==> src/rtl/pa_pkg.sv <==
`timescale 1ns/1ps
package pa_pkg;
  typedef enum logic [1:0] {
    HIT_MISS   = 2'b00,
    HIT_FAST   = 2'b01,
    HIT_PSEUDO = 2'b10
  } hit_e;

  typedef enum logic [1:0] {
    ST_IDLE,
    ST_P1,
    ST_P2,
    ST_MEM
  } st_e;
endpackage

==> src/rtl/pa_store.sv <==
`timescale 1ns/1ps
module pa_store #(
  parameter int IDX_W  = 3,
  parameter int TAG_W  = 6,
  parameter int DATA_W = 16
) (
  input  logic              clk_i,
  input  logic              rst_ni,
  input  logic [IDX_W-1:0]  idx_p_i,
  input  logic              wr_p_en_i,
  input  logic              wr_p_vld_i,
  input  logic [TAG_W-1:0]  wr_p_tag_i,
  input  logic [DATA_W-1:0] wr_p_data_i,
  input  logic              wr_a_en_i,
  input  logic              wr_a_vld_i,
  input  logic [TAG_W-1:0]  wr_a_tag_i,
  input  logic [DATA_W-1:0] wr_a_data_i,
  output logic              rd_p_vld_o,
  output logic [TAG_W-1:0]  rd_p_tag_o,
  output logic [DATA_W-1:0] rd_p_data_o,
  output logic              rd_a_vld_o,
  output logic [TAG_W-1:0]  rd_a_tag_o,
  output logic [DATA_W-1:0] rd_a_data_o
);
  localparam int SETS = 1 << IDX_W;
  localparam logic [IDX_W-1:0] FLIP = IDX_W'(1) << (IDX_W - 1);

  logic              vld_q  [SETS];
  logic [TAG_W-1:0]  tag_q  [SETS];
  logic [DATA_W-1:0] data_q [SETS];
  logic [IDX_W-1:0]  idx_a;

  assign idx_a = idx_p_i ^ FLIP;

  for (genvar g = 0; g < SETS; g++) begin : g_set
    logic sel_p, sel_a;
    assign sel_p = wr_p_en_i && (idx_p_i == IDX_W'(g));
    assign sel_a = wr_a_en_i && (idx_a == IDX_W'(g));

    always_ff @(posedge clk_i or negedge rst_ni) begin
      if (!rst_ni)    vld_q[g] <= 1'b0;
      else if (sel_p) vld_q[g] <= wr_p_vld_i;
      else if (sel_a) vld_q[g] <= wr_a_vld_i;
    end

    always_ff @(posedge clk_i) begin
      if (sel_p) begin
        tag_q[g]  <= wr_p_tag_i;
        data_q[g] <= wr_p_data_i;
      end else if (sel_a) begin
        tag_q[g]  <= wr_a_tag_i;
        data_q[g] <= wr_a_data_i;
      end
    end
  end

  assign rd_p_vld_o  = vld_q[idx_p_i];
  assign rd_p_tag_o  = tag_q[idx_p_i];
  assign rd_p_data_o = data_q[idx_p_i];
  assign rd_a_vld_o  = vld_q[idx_a];
  assign rd_a_tag_o  = tag_q[idx_a];
  assign rd_a_data_o = data_q[idx_a];
endmodule

==> src/rtl/pa_probe.sv <==
`timescale 1ns/1ps
module pa_probe #(
  parameter int TAG_W = 6
) (
  input  logic             vld_i,
  input  logic [TAG_W-1:0] tag_i,
  input  logic [TAG_W-1:0] want_i,
  output logic             hit_o
);
  assign hit_o = vld_i && (tag_i == want_i);
endmodule

==> src/rtl/pa_ctrl.sv <==
`timescale 1ns/1ps
module pa_ctrl
  import pa_pkg::*;
#(
  parameter int ADDR_W = 8,
  parameter int IDX_W  = 3,
  parameter int DATA_W = 16,
  localparam int TAG_W = ADDR_W - IDX_W + 1
) (
  input  logic              clk_i,
  input  logic              rst_ni,
  input  logic              req_valid_i,
  output logic              req_ready_o,
  input  logic              req_we_i,
  input  logic [ADDR_W-1:0] req_addr_i,
  input  logic [DATA_W-1:0] req_wdata_i,
  output logic              rsp_valid_o,
  output logic [DATA_W-1:0] rsp_data_o,
  output logic [1:0]        rsp_hit_o,
  output logic              mem_req_o,
  output logic              mem_we_o,
  output logic [ADDR_W-1:0] mem_addr_o,
  output logic [DATA_W-1:0] mem_wdata_o,
  input  logic              mem_ack_i,
  input  logic [DATA_W-1:0] mem_rdata_i,
  output logic [IDX_W-1:0]  idx_o,
  output logic [TAG_W-1:0]  tag_o,
  input  logic              hit_p_i,
  input  logic              hit_a_i,
  input  logic              rd_p_vld_i,
  input  logic [TAG_W-1:0]  rd_p_tag_i,
  input  logic [DATA_W-1:0] rd_p_data_i,
  input  logic              rd_a_vld_i,
  input  logic [TAG_W-1:0]  rd_a_tag_i,
  input  logic [DATA_W-1:0] rd_a_data_i,
  output logic              wr_p_en_o,
  output logic              wr_p_vld_o,
  output logic [TAG_W-1:0]  wr_p_tag_o,
  output logic [DATA_W-1:0] wr_p_data_o,
  output logic              wr_a_en_o,
  output logic              wr_a_vld_o,
  output logic [TAG_W-1:0]  wr_a_tag_o,
  output logic [DATA_W-1:0] wr_a_data_o
);
  st_e               st_q, st_d;
  hit_e              where_q, where_d, hit_d;
  logic [ADDR_W-1:0] addr_q;
  logic [DATA_W-1:0] wdata_q, data_d;
  logic              we_q, fire;
  logic              rsp_valid_q;
  logic [DATA_W-1:0] rsp_data_q;
  hit_e              rsp_hit_q;

  assign req_ready_o = (st_q == ST_IDLE);
  assign idx_o       = addr_q[IDX_W-1:0];
  assign tag_o       = addr_q[ADDR_W-1:IDX_W-1];
  assign mem_we_o    = we_q;
  assign mem_addr_o  = addr_q;
  assign mem_wdata_o = wdata_q;
  assign rsp_valid_o = rsp_valid_q;
  assign rsp_data_o  = rsp_data_q;
  assign rsp_hit_o   = rsp_hit_q;

  always_comb begin
    st_d        = st_q;
    where_d     = where_q;
    fire        = 1'b0;
    data_d      = '0;
    hit_d       = HIT_MISS;
    mem_req_o   = 1'b0;
    wr_p_en_o   = 1'b0;
    wr_p_vld_o  = rd_p_vld_i;
    wr_p_tag_o  = rd_p_tag_i;
    wr_p_data_o = rd_p_data_i;
    wr_a_en_o   = 1'b0;
    wr_a_vld_o  = rd_a_vld_i;
    wr_a_tag_o  = rd_a_tag_i;
    wr_a_data_o = rd_a_data_i;
    unique case (st_q)
      ST_IDLE: if (req_valid_i) st_d = ST_P1;
      ST_P1: begin
        if (!hit_p_i) st_d = ST_P2;
        else if (we_q) begin
          wr_p_en_o   = 1'b1;
          wr_p_data_o = wdata_q;
          where_d     = HIT_FAST;
          st_d        = ST_MEM;
        end else begin
          fire   = 1'b1;
          data_d = rd_p_data_i;
          hit_d  = HIT_FAST;
          st_d   = ST_IDLE;
        end
      end
      ST_P2: begin
        if (!hit_a_i) begin
          where_d = HIT_MISS;
          st_d    = ST_MEM;
        end else if (we_q) begin
          wr_a_en_o   = 1'b1;
          wr_a_data_o = wdata_q;
          where_d     = HIT_PSEUDO;
          st_d        = ST_MEM;
        end else begin
          // swap: last used block returns home
          fire        = 1'b1;
          data_d      = rd_a_data_i;
          hit_d       = HIT_PSEUDO;
          wr_p_en_o   = 1'b1;
          wr_p_vld_o  = rd_a_vld_i;
          wr_p_tag_o  = rd_a_tag_i;
          wr_p_data_o = rd_a_data_i;
          wr_a_en_o   = 1'b1;
          wr_a_vld_o  = rd_p_vld_i;
          wr_a_tag_o  = rd_p_tag_i;
          wr_a_data_o = rd_p_data_i;
          st_d        = ST_IDLE;
        end
      end
      ST_MEM: begin
        mem_req_o = 1'b1;
        if (mem_ack_i) begin
          fire   = 1'b1;
          data_d = we_q ? wdata_q : mem_rdata_i;
          hit_d  = where_q;
          st_d   = ST_IDLE;
          if (!we_q) begin
            // refill home, displaced block to partner
            wr_p_en_o   = 1'b1;
            wr_p_vld_o  = 1'b1;
            wr_p_tag_o  = tag_o;
            wr_p_data_o = mem_rdata_i;
            wr_a_en_o   = 1'b1;
            wr_a_vld_o  = rd_p_vld_i;
            wr_a_tag_o  = rd_p_tag_i;
            wr_a_data_o = rd_p_data_i;
          end
        end
      end
      default: st_d = ST_IDLE;
    endcase
  end

  always_ff @(posedge clk_i or negedge rst_ni) begin
    if (!rst_ni) begin
      st_q        <= ST_IDLE;
      where_q     <= HIT_MISS;
      addr_q      <= '0;
      wdata_q     <= '0;
      we_q        <= 1'b0;
      rsp_valid_q <= 1'b0;
      rsp_data_q  <= '0;
      rsp_hit_q   <= HIT_MISS;
    end else begin
      st_q        <= st_d;
      where_q     <= where_d;
      rsp_valid_q <= fire;
      if (fire) begin
        rsp_data_q <= data_d;
        rsp_hit_q  <= hit_d;
      end
      if (req_valid_i && req_ready_o) begin
        addr_q  <= req_addr_i;
        wdata_q <= req_wdata_i;
        we_q    <= req_we_i;
      end
    end
  end

  AST_FAST_ONE_CYCLE: assert property (@(posedge clk_i) disable iff (!rst_ni)
    (st_q == ST_P1 && hit_p_i && !we_q) |=> (rsp_valid_o && rsp_hit_o == 2'b01));
  AST_PSEUDO_TWO_CYCLE: assert property (@(posedge clk_i) disable iff (!rst_ni)
    (st_q == ST_P2 && hit_a_i && !we_q) |=> (rsp_valid_o && rsp_hit_o == 2'b10));
  AST_SWAP_SETS: assert property (@(posedge clk_i) disable iff (!rst_ni)
    (st_q == ST_P2 && hit_a_i && !we_q) |=>
      ({rd_p_vld_i, rd_p_tag_i, rd_p_data_i} == $past({rd_a_vld_i, rd_a_tag_i, rd_a_data_i}) &&
       {rd_a_vld_i, rd_a_tag_i, rd_a_data_i} == $past({rd_p_vld_i, rd_p_tag_i, rd_p_data_i})));
  AST_ACK_TO_RSP: assert property (@(posedge clk_i) disable iff (!rst_ni)
    (mem_req_o && mem_ack_i) |=> rsp_valid_o);
  AST_REFILL_PLACE: assert property (@(posedge clk_i) disable iff (!rst_ni)
    (mem_req_o && mem_ack_i && !we_q) |=>
      (rd_p_vld_i && rd_p_data_i == $past(mem_rdata_i) &&
       {rd_a_vld_i, rd_a_tag_i, rd_a_data_i} == $past({rd_p_vld_i, rd_p_tag_i, rd_p_data_i})));
  AST_ONE_OUTSTANDING: assert property (@(posedge clk_i) disable iff (!rst_ni)
    (req_valid_i && req_ready_o) |=> !req_ready_o);
endmodule

==> src/rtl/pseudo_assoc_ctrl.sv <==
`timescale 1ns/1ps
module pseudo_assoc_ctrl #(
  parameter int ADDR_W = 8,
  parameter int IDX_W  = 3,
  parameter int DATA_W = 16
) (
  input  logic              clk_i,
  input  logic              rst_ni,
  input  logic              req_valid_i,
  output logic              req_ready_o,
  input  logic              req_we_i,
  input  logic [ADDR_W-1:0] req_addr_i,
  input  logic [DATA_W-1:0] req_wdata_i,
  output logic              rsp_valid_o,
  output logic [DATA_W-1:0] rsp_data_o,
  output logic [1:0]        rsp_hit_o,
  output logic              mem_req_o,
  output logic              mem_we_o,
  output logic [ADDR_W-1:0] mem_addr_o,
  output logic [DATA_W-1:0] mem_wdata_o,
  input  logic              mem_ack_i,
  input  logic [DATA_W-1:0] mem_rdata_i
);
  localparam int TAG_W = ADDR_W - IDX_W + 1;

  logic [IDX_W-1:0]  idx;
  logic [TAG_W-1:0]  tag;
  logic              hit_p, hit_a;
  logic              rd_p_vld, rd_a_vld, wr_p_en, wr_a_en, wr_p_vld, wr_a_vld;
  logic [TAG_W-1:0]  rd_p_tag, rd_a_tag, wr_p_tag, wr_a_tag;
  logic [DATA_W-1:0] rd_p_data, rd_a_data, wr_p_data, wr_a_data;

  pa_ctrl #(.ADDR_W(ADDR_W), .IDX_W(IDX_W), .DATA_W(DATA_W)) u_ctrl (
    .clk_i, .rst_ni,
    .req_valid_i, .req_ready_o, .req_we_i, .req_addr_i, .req_wdata_i,
    .rsp_valid_o, .rsp_data_o, .rsp_hit_o,
    .mem_req_o, .mem_we_o, .mem_addr_o, .mem_wdata_o, .mem_ack_i, .mem_rdata_i,
    .idx_o(idx), .tag_o(tag), .hit_p_i(hit_p), .hit_a_i(hit_a),
    .rd_p_vld_i(rd_p_vld), .rd_p_tag_i(rd_p_tag), .rd_p_data_i(rd_p_data),
    .rd_a_vld_i(rd_a_vld), .rd_a_tag_i(rd_a_tag), .rd_a_data_i(rd_a_data),
    .wr_p_en_o(wr_p_en), .wr_p_vld_o(wr_p_vld), .wr_p_tag_o(wr_p_tag), .wr_p_data_o(wr_p_data),
    .wr_a_en_o(wr_a_en), .wr_a_vld_o(wr_a_vld), .wr_a_tag_o(wr_a_tag), .wr_a_data_o(wr_a_data)
  );

  pa_store #(.IDX_W(IDX_W), .TAG_W(TAG_W), .DATA_W(DATA_W)) u_store (
    .clk_i, .rst_ni, .idx_p_i(idx),
    .wr_p_en_i(wr_p_en), .wr_p_vld_i(wr_p_vld), .wr_p_tag_i(wr_p_tag), .wr_p_data_i(wr_p_data),
    .wr_a_en_i(wr_a_en), .wr_a_vld_i(wr_a_vld), .wr_a_tag_i(wr_a_tag), .wr_a_data_i(wr_a_data),
    .rd_p_vld_o(rd_p_vld), .rd_p_tag_o(rd_p_tag), .rd_p_data_o(rd_p_data),
    .rd_a_vld_o(rd_a_vld), .rd_a_tag_o(rd_a_tag), .rd_a_data_o(rd_a_data)
  );

  // home and partner compare; tag carries top index bit
  pa_probe #(.TAG_W(TAG_W)) u_probe_p (.vld_i(rd_p_vld), .tag_i(rd_p_tag), .want_i(tag), .hit_o(hit_p));
  pa_probe #(.TAG_W(TAG_W)) u_probe_a (.vld_i(rd_a_vld), .tag_i(rd_a_tag), .want_i(tag), .hit_o(hit_a));

  AST_NO_DOUBLE_HIT: assert property (@(posedge clk_i) disable iff (!rst_ni)
    !(hit_p && hit_a));
endmodule

==> config.mk <==
export PLATFORM = sky130hd
export DESIGN_NAME = pseudo_assoc_ctrl
export DESIGN_NICKNAME = d
export VERILOG_FILES = /design/src/rtl/pa_pkg.sv /design/src/rtl/pa_store.sv /design/src/rtl/pa_probe.sv /design/src/rtl/pa_ctrl.sv /design/src/rtl/pseudo_assoc_ctrl.sv
export SDC_FILE = /design/constraint.sdc
export NUM_CORES = 1
export LEC_CHECK = 0
export ABC_AREA = 1
export BUFFER_PORTS_ARGS = -buffer_cell sky130_fd_sc_hd__buf_2
export CAP_MARGIN = 20
export CORE_ASPECT_RATIO = 1.25
export CORE_UTILIZATION = 40
export DETAILED_ROUTE_END_ITERATION = 7
export PLACE_DENSITY_LB_ADDON = 0.3
export SLEW_MARGIN = 30
export SYNTH_ARGS = -nofsm -noshare
export SYNTH_HDL_FRONTEND = slang
export SYNTH_SLANG_ARGS = --single-unit
export TNS_END_PERCENT = 20
==> constraint.sdc <==
create_clock -name clk_i -period 6.2 [get_ports clk_i]
set_input_delay 0.62 -clock clk_i [delete_from_list [all_inputs] [get_ports clk_i]]
set_output_delay 0.62 -clock clk_i [all_outputs]
set_load 0.02 [all_outputs]
==> results.cfg, run 1 <==
[placed_design]
numPortBuffers = 90
globalplace.congestion = 0.9685
dp_slack_ps = 1876
dp_hpwl_mm = 36.04
dp.cells = 2569

[clock_tree]
clk_latency_ps = 560
numCtsBuffers = 25
clkTransAtPathRegs_ps = 70
cts_setup_buffers = 0
cts_hold_buf = 1
post_cts_resized = 0
htreeDepth = 1
clock_sinks = 232
cts_tree = built
root_buffer = clkbuf_16
cts_buffer_depth = 3

[final_layout]
fin_cells = 2616
fin_nets = 2156
area_growth_pct = 9.521
nFillCells = 3746
drive_above_1_share_pct = 12.54
antennaDiodeCount = 0

[setup_path]
worst_path_largest_cell_delay_ps = 560
crit_buf_inv = 2
cp_max_fo = 38
critPathCaptureType = flip-flop
critPathArrivalTime_ps = 4610
critPathSlowestCell = inv_2
critPathKind = flip-flop to flip-flop
path_common_cell = nand2_1
timing.critical_path.cells = inv_2 > nand2_1 > nand2_1 > nand2_1 > nand3_1 > nand2_1 > nand2_1 > nand2_1 > nor2_4 > nand4_4 > nand2_1 > nand2_2 > nand2_2 > nand2_1 > nand2_1 > buf_4
crit_family = simple AND/OR/NAND/NOR gates
rrSetupSlack_ps = 1820
cp.required_ps = 6430
start_kind = flip-flop

[synthesis]
ys_ff_latch = 232
syn-cell-area_mm2 = 0.01516
syn_inst = 2088
synth_area_leaders = edfxtp_1 35%, nand2_1 24%, dfrtp_1 9.2%
synth_common_cells = 987 x nand2_1, 179 x nand3_1, 176 x edfxtp_1
synthMostInstantiatedCell = nand2_1
synth_top_area_share_pct = 34.85
syn-num-nets = 2133
yosysUniqueCellTypes = 38
synth_warnings = 0
async_reset_ff_share_pct = 24.14
yosysSeqAreaShare_pct = 44.09
synth_edf_count = 176
synth_top_area_cell = edfxtp_1
avgSynthCellArea_um2 = 7.263
ys.flop_type = edfxtp_1

[sta]
tightest_slew_ps = 836.9
setup_viol_count_final = 0
finalWorstSetupSlack_ps = 1820
fin_crit_ps = 4380
clock.fmax_mhz = 228.3
period_share_pct = 70.65
hold_viol = 0
final-max-slew-violation-count = 0
finalClockSkew_ps = 26.14
rsz0062_at_grt = no
tns_ps = 0
slew_headroom_pct = 44.15

[power]
p_comb_share_pct = 61.9
seq_power_share_pct = 24.2
p_sw_share_pct = 53.30
p_switching_w = 0.005657
powerDensity_mw_per_mm2 = 639.0
power_leakage_nw = 7.855
clock_power_share_pct = 13.9
p_int_w = 0.004957
ir_drop_v = 0.0002358

[die]
io_pins = 91
die_w_um = 176.2
core_mm2 = 0.03726
die_h_um = 219.7
initial_utilization_pct = 40.69
rows = 79
die_area_mm2 = 0.03870

[detailed_routing]
viasPerCell = 5.476
wl_per_cell_um = 19.93
drc = 0
final_antenna_net_count = 0
first_pass_iters = 6
dr.first_iter.drc_count = 1686
via_count = 14330
wl_mm = 52.14

[global_routing]
grt_pass1_wl_mm = 80.07
grt_use_total_pct = 27.09
grt_pass1_vias = 13470
grt_antenna_before_repair = 0
grt_overflow = 0
grt_max_degree = 56

[flow_run]
max_cap_violations = 0

[hold_path]
hp-class = input pin to flip-flop

[run_status]
outcome = finished, final reports clean
==> flip-flops by register name (all words and copies together), names as in the netlist <==
signal and count:
u_ctrl.where_q 2, u_store.data_q 128, u_ctrl.mem_we_o 1, u_ctrl.rsp_hit_o 2, u_store.tag_q 48, u_ctrl.mem_wdata_o 16
u_ctrl.st_q 2, u_ctrl.mem_addr_o 8, u_ctrl.rsp_valid_o 1, u_ctrl.rsp_data_o 16, u_store.vld_q 8
==> power by group through the flow <==
stage	Combinational (W)	Sequential (W)	Clock, W
4_1_cts	0.00646	0.00256	0.00149
3_3_place_gp	0.00633	0.00259	0
3_5_place_dp	0.00644	0.00259	0
6_report	0.00657	0.00257	0.00148
2_1_floorplan	0.00447	0.00268	0
5_1_grt	0.00730	0.00259	0.00155
==> cell type report <==
cell class                      count  area (µm²)  share of cell area [%]
Clock buffer                       28       636.9                   3.835
Multi-Input combinational cell   1604        7391                   44.50
Sequential cell                   232        6690                   40.28
Timing Repair Buffer              115       640.6                   3.857
Inverter                          133       499.2                   3.006
Tap cell                          486       608.1                   3.661
Clock inverter                     18       142.6                  0.8588
==> metal layers <==
layer,vias to the layer above,wire length [µm],track usage [%]
met2,631,25450,46.77
met5,-,0,0
met3,73,4162,3.175
met4,0,1185,7.855
met1,6734,21340,35.43
li1,6888,-,-
==> logic make-up (layout without fill, tap and decap cells) <==
| logic type | count (synthesis) | in the layout | share of synthesized area (%) |
|---|---|---|---|
| and+or+nand+nor | 1408 | 1408 | 39.90 |
| DFF | 232 | 232 | 44.09 |
| buffers and inverters | 252 | 294 | 7.318 |
| AOI/OAI and AO/OA | 180 | 180 | 7.500 |
| muxes | 16 | 16 | 1.188 |
==> path summary, 6_finish.rpt <==
check                                      from                endpoint  depth (start not counted)
setup / recovery           u_ctrl.mem_addr_o[0]   u_store.data_q[5][14]                         16
hold / removal                  req_wdata_i[13]  u_ctrl.mem_wdata_o[13]                          2
setup reg to reg           u_ctrl.mem_addr_o[0]   u_store.data_q[5][14]                         16
hold reg to reg            u_ctrl.rsp_data_o[0]    u_ctrl.rsp_data_o[0]                          2
max in group asynchronous                rst_ni        u_store.vld_q[2]                          3
min in group asynchronous                rst_ni     u_ctrl.rsp_hit_o[0]                          2
==> metrics by stage <==
stage          area (µm²)  total power, W  util (%)  hold slack [ps]
2_1_floorplan       15160        0.007146         -            324.4
3_3_place_gp        15810        0.008921     42.43            517.3
3_5_place_dp        15820        0.009034     42.45            519.1
4_1_cts             16610         0.01051     44.57            273.5
5_1_grt             16610         0.01143     44.57            291.2
6_report            16610         0.01061     44.57            288.6
==> layout by cell type, fill, tap and decap left out, types with 3 or more instances in the layout <==
cell type  count
a21o_1        10
nand4_2        9
edfxtp_1     176
buf_4         24
buf_2         90
a21oi_1       75
nand2_4        3
o21ai_0       32
o21ai_1        3
mux2_2        16
clkinv_1       9
a211oi_1       6
o22ai_1       25
clkinv_2       7
nand3_1      179
dfrtp_2        3
nor2_4         8
clkbuf_1       3
nand3b_2       6
nand2_2       17
o211ai_1      13
inv_2         13
nand4_1       70
nand3_2        3
nand3_4        3
nand2_1      984
clkbuf_16     25
o21ai_4        6
nor2_1       105
dfrtp_1       53
or2_2         16
o211ai_2       8
inv_1        117
No activity file was read; power rests on OpenSTA's default activity.
==> run 2: changes to the inputs <==
- clock period: 6.2 -> 3.7 ns (I/O delays scaled with it)
==> run 2 against run 1 <==
Net effect:
- register-to-register slack got worse by 1500 ps
- routed wire length increased by 1.2%
- non-clock buffer count is 38 higher
- core utilization is 0.95 points higher
- critical path type unchanged
- largest power group unchanged
- highest routed layer unchanged
==> results.cfg, run 2 (synthesized netlist as in run 1, its figures left out) <==
[run_status]
outcome = finished, final reports clean

[setup_path]
cp_max_fo = 40
start_kind = flip-flop
critPathCaptureType = flip-flop
reg2reg_from = u_ctrl.mem_addr_o[2]
reg2reg_to = u_store.data_q[0][2]
critPathArrivalTime_ps = 3620
startpoint = u_ctrl.mem_addr_o[2]
cp.required_ps = 3990
reg2reg_depth = 13
cp-endpoint = u_store.data_q[0][2]
rrSetupSlack_ps = 370
critPathKind = flip-flop to flip-flop

[power]
clock_power_share_pct = 14.0
p_sw_share_pct = 52.71
powerDensity_mw_per_mm2 = 1063
ir_drop_v = 0.0004400
power_leakage_nw = 8.064
p_switching_w = 0.009508
p_comb_share_pct = 62.3
p_int_w = 0.008529
seq_power_share_pct = 23.7

[placed_design]
globalplace.congestion = 0.9139
post_dp_cell_area_mm2 = 0.01615
dp.cells = 2607
numPortBuffers = 90
dp_hpwl_mm = 37.51
dp_slack_ps = 436.0

[sta]
finalWorstSetupSlack_ps = 368.8
tns_ps = 0
period_share_pct = 90.03
hold_viol = 0
finalClockSkew_ps = 13.64
clock.fmax_mhz = 300.2
tightest_slew_ps = 847.4
rsz0062_at_grt = no
final-max-slew-violation-count = 0
setup_viol_count_final = 0
fin_crit_ps = 3331
slew_headroom_pct = 43.51

[final_layout]
reg_top3 = u_store.data_q x128, u_store.tag_q x48
drive_above_1_share_pct = 13.94
layout_common_cells = 987 x nand2_1, 179 x nand3_1, 176 x edfxtp_1, 117 x inv_1, 105 x nor2_1
largest_register_ffs = 128
area_growth_pct = 11.86
layout_commonest_cell = nand2_1
final_area_mm2 = 0.01696
nFillCells = 3688
fin_nets = 2194
antennaDiodeCount = 0
largest_register = u_store.data_q
fin_cells = 2653

[die]
die_area_mm2 = 0.03870
die_h_um = 219.7
io_pins = 91
die_w_um = 176.2
core_mm2 = 0.03726
initial_utilization_pct = 40.69
rows = 79

[detailed_routing]
final_antenna_net_count = 0
dr.first_iter.drc_count = 1995
wl_mm = 52.76
viasPerCell = 5.551
drc = 0
first_pass_iters = 6
wl_per_cell_um = 19.89
via_count = 14730

[clock_tree]
cts_setup_buffers = 0
cts_tree = built
clk_latency_ps = 550
root_buffer = clkbuf_16
clkTransAtPathRegs_ps = 70
htreeDepth = 1
cts_buffer_depth = 3
numCtsBuffers = 25
clock_sinks = 232

[global_routing]
grt_pass1_vias = 13820
grt_use_total_pct = 27.25
grt_antenna_before_repair = 0
grt_pass1_wl_mm = 81.07
grt_overflow = 0
grt_max_degree = 49

[flow_run]
max_cap_violations = 0

[hold_path]
hp-class = input pin to flip-flop
-- run 2: cell types whose count changed in the layout (fill, tap and decap cells not counted), sizes merged --
cell	change
buf	+38
clkbuf	+3
clkinv	-6
clkinvlp	+1
inv	+1
-- run 2: repair_timing --
item                                   4_1_cts  5_1_grt
endpoints found under the hold margin       30        0
gates resized for setup                      0        0
hold buffers                                 1        0
-- run 2: how the worst min path moves through the flow --
stage | startpoint | to | slack, ps | cells after the start
6_report | req_wdata_i[14] | u_ctrl.mem_wdata_o[14] | 60 | 2
5_1_grt | req_wdata_i[0] | u_ctrl.mem_wdata_o[0] | 50 | 2
4_1_cts | req_wdata_i[7] | u_ctrl.mem_wdata_o[7] | 40 | 2
3_5_place_dp | rst_ni | u_ctrl.rsp_hit_o[0] | 510 | 1
3_3_place_gp | rst_ni | u_ctrl.rsp_hit_o[0] | 500 | 1
2_1_floorplan | rst_ni | u_ctrl.mem_addr_o[0] | 70 | 0
-- run 2: worst max-delay path, stage by stage (launching register included) --
cell and delay [ps]:
dfrtp_2 500, inv_2 470, nand3_1 190, nand2_1 130, nand2_1 60, o21ai_1 140
nor2_4 90, nand3_4 70, buf_4 420, nand2_1 90, nand3_1 80, nand4_1 500
nand2_1 220, nand2_1 80
-- run 2: layout make-up --
type                            instances  area [µm²]  area share (%)
Clock inverter                         14       132.6          0.7818
Multi-Input combinational cell       1604        7378           43.49
Clock buffer                           31       668.1           3.939
Inverter                              133       499.2           2.943
Timing Repair Buffer                  153       988.4           5.827
Sequential cell                       232        6689           39.43
Tap cell                              486       608.1           3.585
-- run 2: per-layer routing --
layer / global-route usage [%] / share of wire (%)
met1: 36.19 / 41
met2: 45.87 / 48
met3: 3.037 / 8.2
met5: 0 / 0
met4: 9.304 / 2.8
-- run 2: through the flow --
stage / utilization (%) / power, W / hold WS (ps)
2_1_floorplan: - / 0.01197 / 74.41
3_3_place_gp: 43.35 / 0.01509 / 504.2
3_5_place_dp: 43.35 / 0.01530 / 513.8
4_1_cts: 45.52 / 0.01783 / 42.56
5_1_grt: 45.52 / 0.01942 / 50.69
6_report: 45.52 / 0.01804 / 57.94
-- run 2: power groups by stage --
stage          Sequential (W)  Combinational (W)  Clock, W
2_1_floorplan         0.00449            0.00749         0
3_5_place_dp          0.00432             0.0110         0
6_report              0.00427             0.0112   0.00252
4_1_cts               0.00427             0.0110   0.00254
5_1_grt               0.00431             0.0125   0.00263
3_3_place_gp          0.00431             0.0108         0
==> run 3: changes to the inputs <==
- ABC_AREA: 1 -> 0
==> run 3 against run 2 <==
Net effect:
- combinational power decreased by 8%
- final cell count fell by 36%
- non-clock buffer count rose by 40
- critical path type unchanged
- sequential power rose by 19%
- setup slack got worse by 250 ps
- count of clock-buffer cells in the layout up 8
- design area is 4.2% lower
==> results.cfg, run 3 <==
[sta]
final-max-slew-violation-count = 0
period_share_pct = 96.82
finalClockSkew_ps = 10.22
finalWorstSetupSlack_ps = 117.6
rsz0062_at_grt = yes
hold_viol = 0
tns_ps = 0
slew_headroom_pct = 36.20
fin_crit_ps = 3582
tightest_slew_ps = 953.4
setup_viol_count_final = 0
clock.fmax_mhz = 279.1

[run_status]
outcome = finished, final reports clean

[detailed_routing]
final_antenna_net_count = 0
via_count = 10520
dr.first_iter.drc_count = 914
viasPerCell = 6.196
wl_per_cell_um = 26.40
first_pass_iters = 7
drc = 0
wl_mm = 44.83

[power]
powerDensity_mw_per_mm2 = 1106
p_total_w = 0.01799
power_leakage_nw = 6.879
ir_drop_v = 0.0004323

[global_routing]
grt_max_degree = 38
grt_use_total_pct = 25.75
grt_overflow = 0
grt_pass1_wl_mm = 66.74
grt_pass1_vias = 10500
grt_antenna_before_repair = 0

[final_layout]
area_growth_pct = 19.29
reg_top3 = u_store.data_q x128, u_store.tag_q x48
drive_above_1_share_pct = 29.80
layout_common_cells = 207 x mux2i_1, 176 x edfxtp_1, 104 x nand2_1, 89 x buf_2, 88 x buf_4
layout_commonest_cell = mux2i_1
largest_register_ffs = 128
final_core_util_pct = 48.40
fin_nets = 1300
antennaDiodeCount = 0
largest_register = u_store.data_q

[die]
rows = 75
die_area_mm2 = 0.03482
io_pins = 91
core_mm2 = 0.03359
die_h_um = 208.4
die_w_um = 167.1
initial_utilization_pct = 40.57

[placed_design]
globalplace.congestion = 0.9408
dp_hpwl_mm = 30.99
numPortBuffers = 90
dp_slack_ps = 94.26

[synthesis]
syn_inst = 1113
synth_area_leaders = edfxtp_1 39%, mux2i_1 15%, dfrtp_1 10%
async_reset_ff_share_pct = 24.14
ys.flop_type = edfxtp_1
synth_common_cells = 207 x mux2i_1, 176 x edfxtp_1, 104 x nand2_1
yosysUniqueCellTypes = 74
synthMostInstantiatedCell = mux2i_1
avgSynthCellArea_um2 = 12.25
syn-cell-area_mm2 = 0.01363
synth_top_area_share_pct = 38.77
synth_edf_count = 176
syn-num-nets = 1158
synth_top_area_cell = edfxtp_1
ys_ff_latch = 232
synth_warnings = 0
yosysSeqAreaShare_pct = 49.05

[setup_path]
critPathKind = flip-flop to flip-flop
worst_path_largest_cell_delay_ps = 660
critPathCaptureType = flip-flop
timing.critical_path.cells = buf_4 > buf_4 > mux4_2 > xor2_1 > o2111a_1 > nand2_1 > nor2_1 > a21oi_1 > a211oi_4 > buf_4
crit_buf_inv = 3
critPathSlowestCell = a21oi_1
cp_max_fo = 13
cp.required_ps = 3960
crit_family = compound AO/OA/AOI/OAI gates
path_common_cell = buf_4
start_kind = flip-flop
critPathArrivalTime_ps = 3840

[clock_tree]
clkTransAtPathRegs_ps = 60
clock_sinks = 232
numCtsBuffers = 26
cts_buffer_depth = 3
root_buffer = clkbuf_16
htreeDepth = 1
clk_latency_ps = 540
cts_tree = built

[flow_run]
max_cap_violations = 0

[hold_path]
hp-class = input pin to flip-flop
==> run 3: changes by cell type after synthesis, sizes merged, moves of 58 or more <==
cell,previous run,this run
inv,130,19
mux2i,0,208
nand2,1004,104
nand3,185,12
nand4,80,4
nor2,116,58
==> run 3: worst paths after layout <==
path | from | end | slack [ps] | depth (start not counted)
max | u_ctrl.mem_addr_o[0] | u_store.tag_q[6][2] | 120 | 10
min | req_we_i | u_ctrl.mem_we_o | 30 | 3
max reg2reg | u_ctrl.mem_addr_o[0] | u_store.tag_q[6][2] | 120 | 10
min reg2reg | u_ctrl.rsp_data_o[14] | u_ctrl.rsp_data_o[14] | 480 | 2
max in group asynchronous | rst_ni | u_ctrl.mem_addr_o[5] | 2560 | 3
min in group asynchronous | rst_ni | u_ctrl.mem_wdata_o[6] | 350 | 2
==> run 3: power by group <==
part	leakage, nW	switching (W)	internal, W
sequential	2.29	0.000636	0.00442
combinational	4.16	0.00610	0.00421
clock	0.431	0.00108	0.00154
==> run 3: metrics by stage <==
| stage | instance area (µm²) | instances | hold slack, ps |
|---|---|---|---|
| 5_1_grt | 16260 | 1698 | 40.44 |
| 3_5_place_dp | 15360 | 1648 | 469.4 |
| 3_3_place_gp | 15330 | 1647 | 472.6 |
| 6_report | 16260 | 1698 | 30.92 |
| 4_1_cts | 16230 | 1697 | 11.50 |
| 2_1_floorplan | 13740 | 1113 | 74.41 |
==> run 3: tightest hold or removal path, stage by stage <==
cell and delay [ps]:
buf_2 80, nand2_1 30, o21ai_0 60
==> run 3: cell families after synthesis <==
group,after synthesis,synth area share (%)
DFF,232,49.05
AOI/OAI and AO/OA,235,12.91
buffers and inverters,99,3.378
xor gates and xnor gates,4,0.2570
muxes,294,25.61
and+or+nand+nor,249,8.794
==> run 3: layout make-up <==
cell class	instances	area (µm²)
fill	2994	17340
sequential	232	6694
multi-input combinational	782	6681
timing repair buffer	193	1419
clock buffer	39	792.0
tap	423	529.3
inverter	20	75.07
clock inverter	9	68.82
==> run 3: repair_timing <==
item                                   4_1_cts  5_1_grt
hold buffers                                 1        0
setup buffers                                0        1
setup endpoints to repair                    0      201
endpoints found under the hold margin       34        0
gates resized for setup                      0        2
==> run 3: routing by layer <==
layer | track usage [%] | vias up | share of wire, %
met2 | 43.43 | 493 | 49
met5 | 0 | - | 0
met4 | 14.14 | 0 | 5.4
met1 | 31.85 | 5275 | 38
li1 | - | 4617 | -
met3 | 3.519 | 135 | 7.0
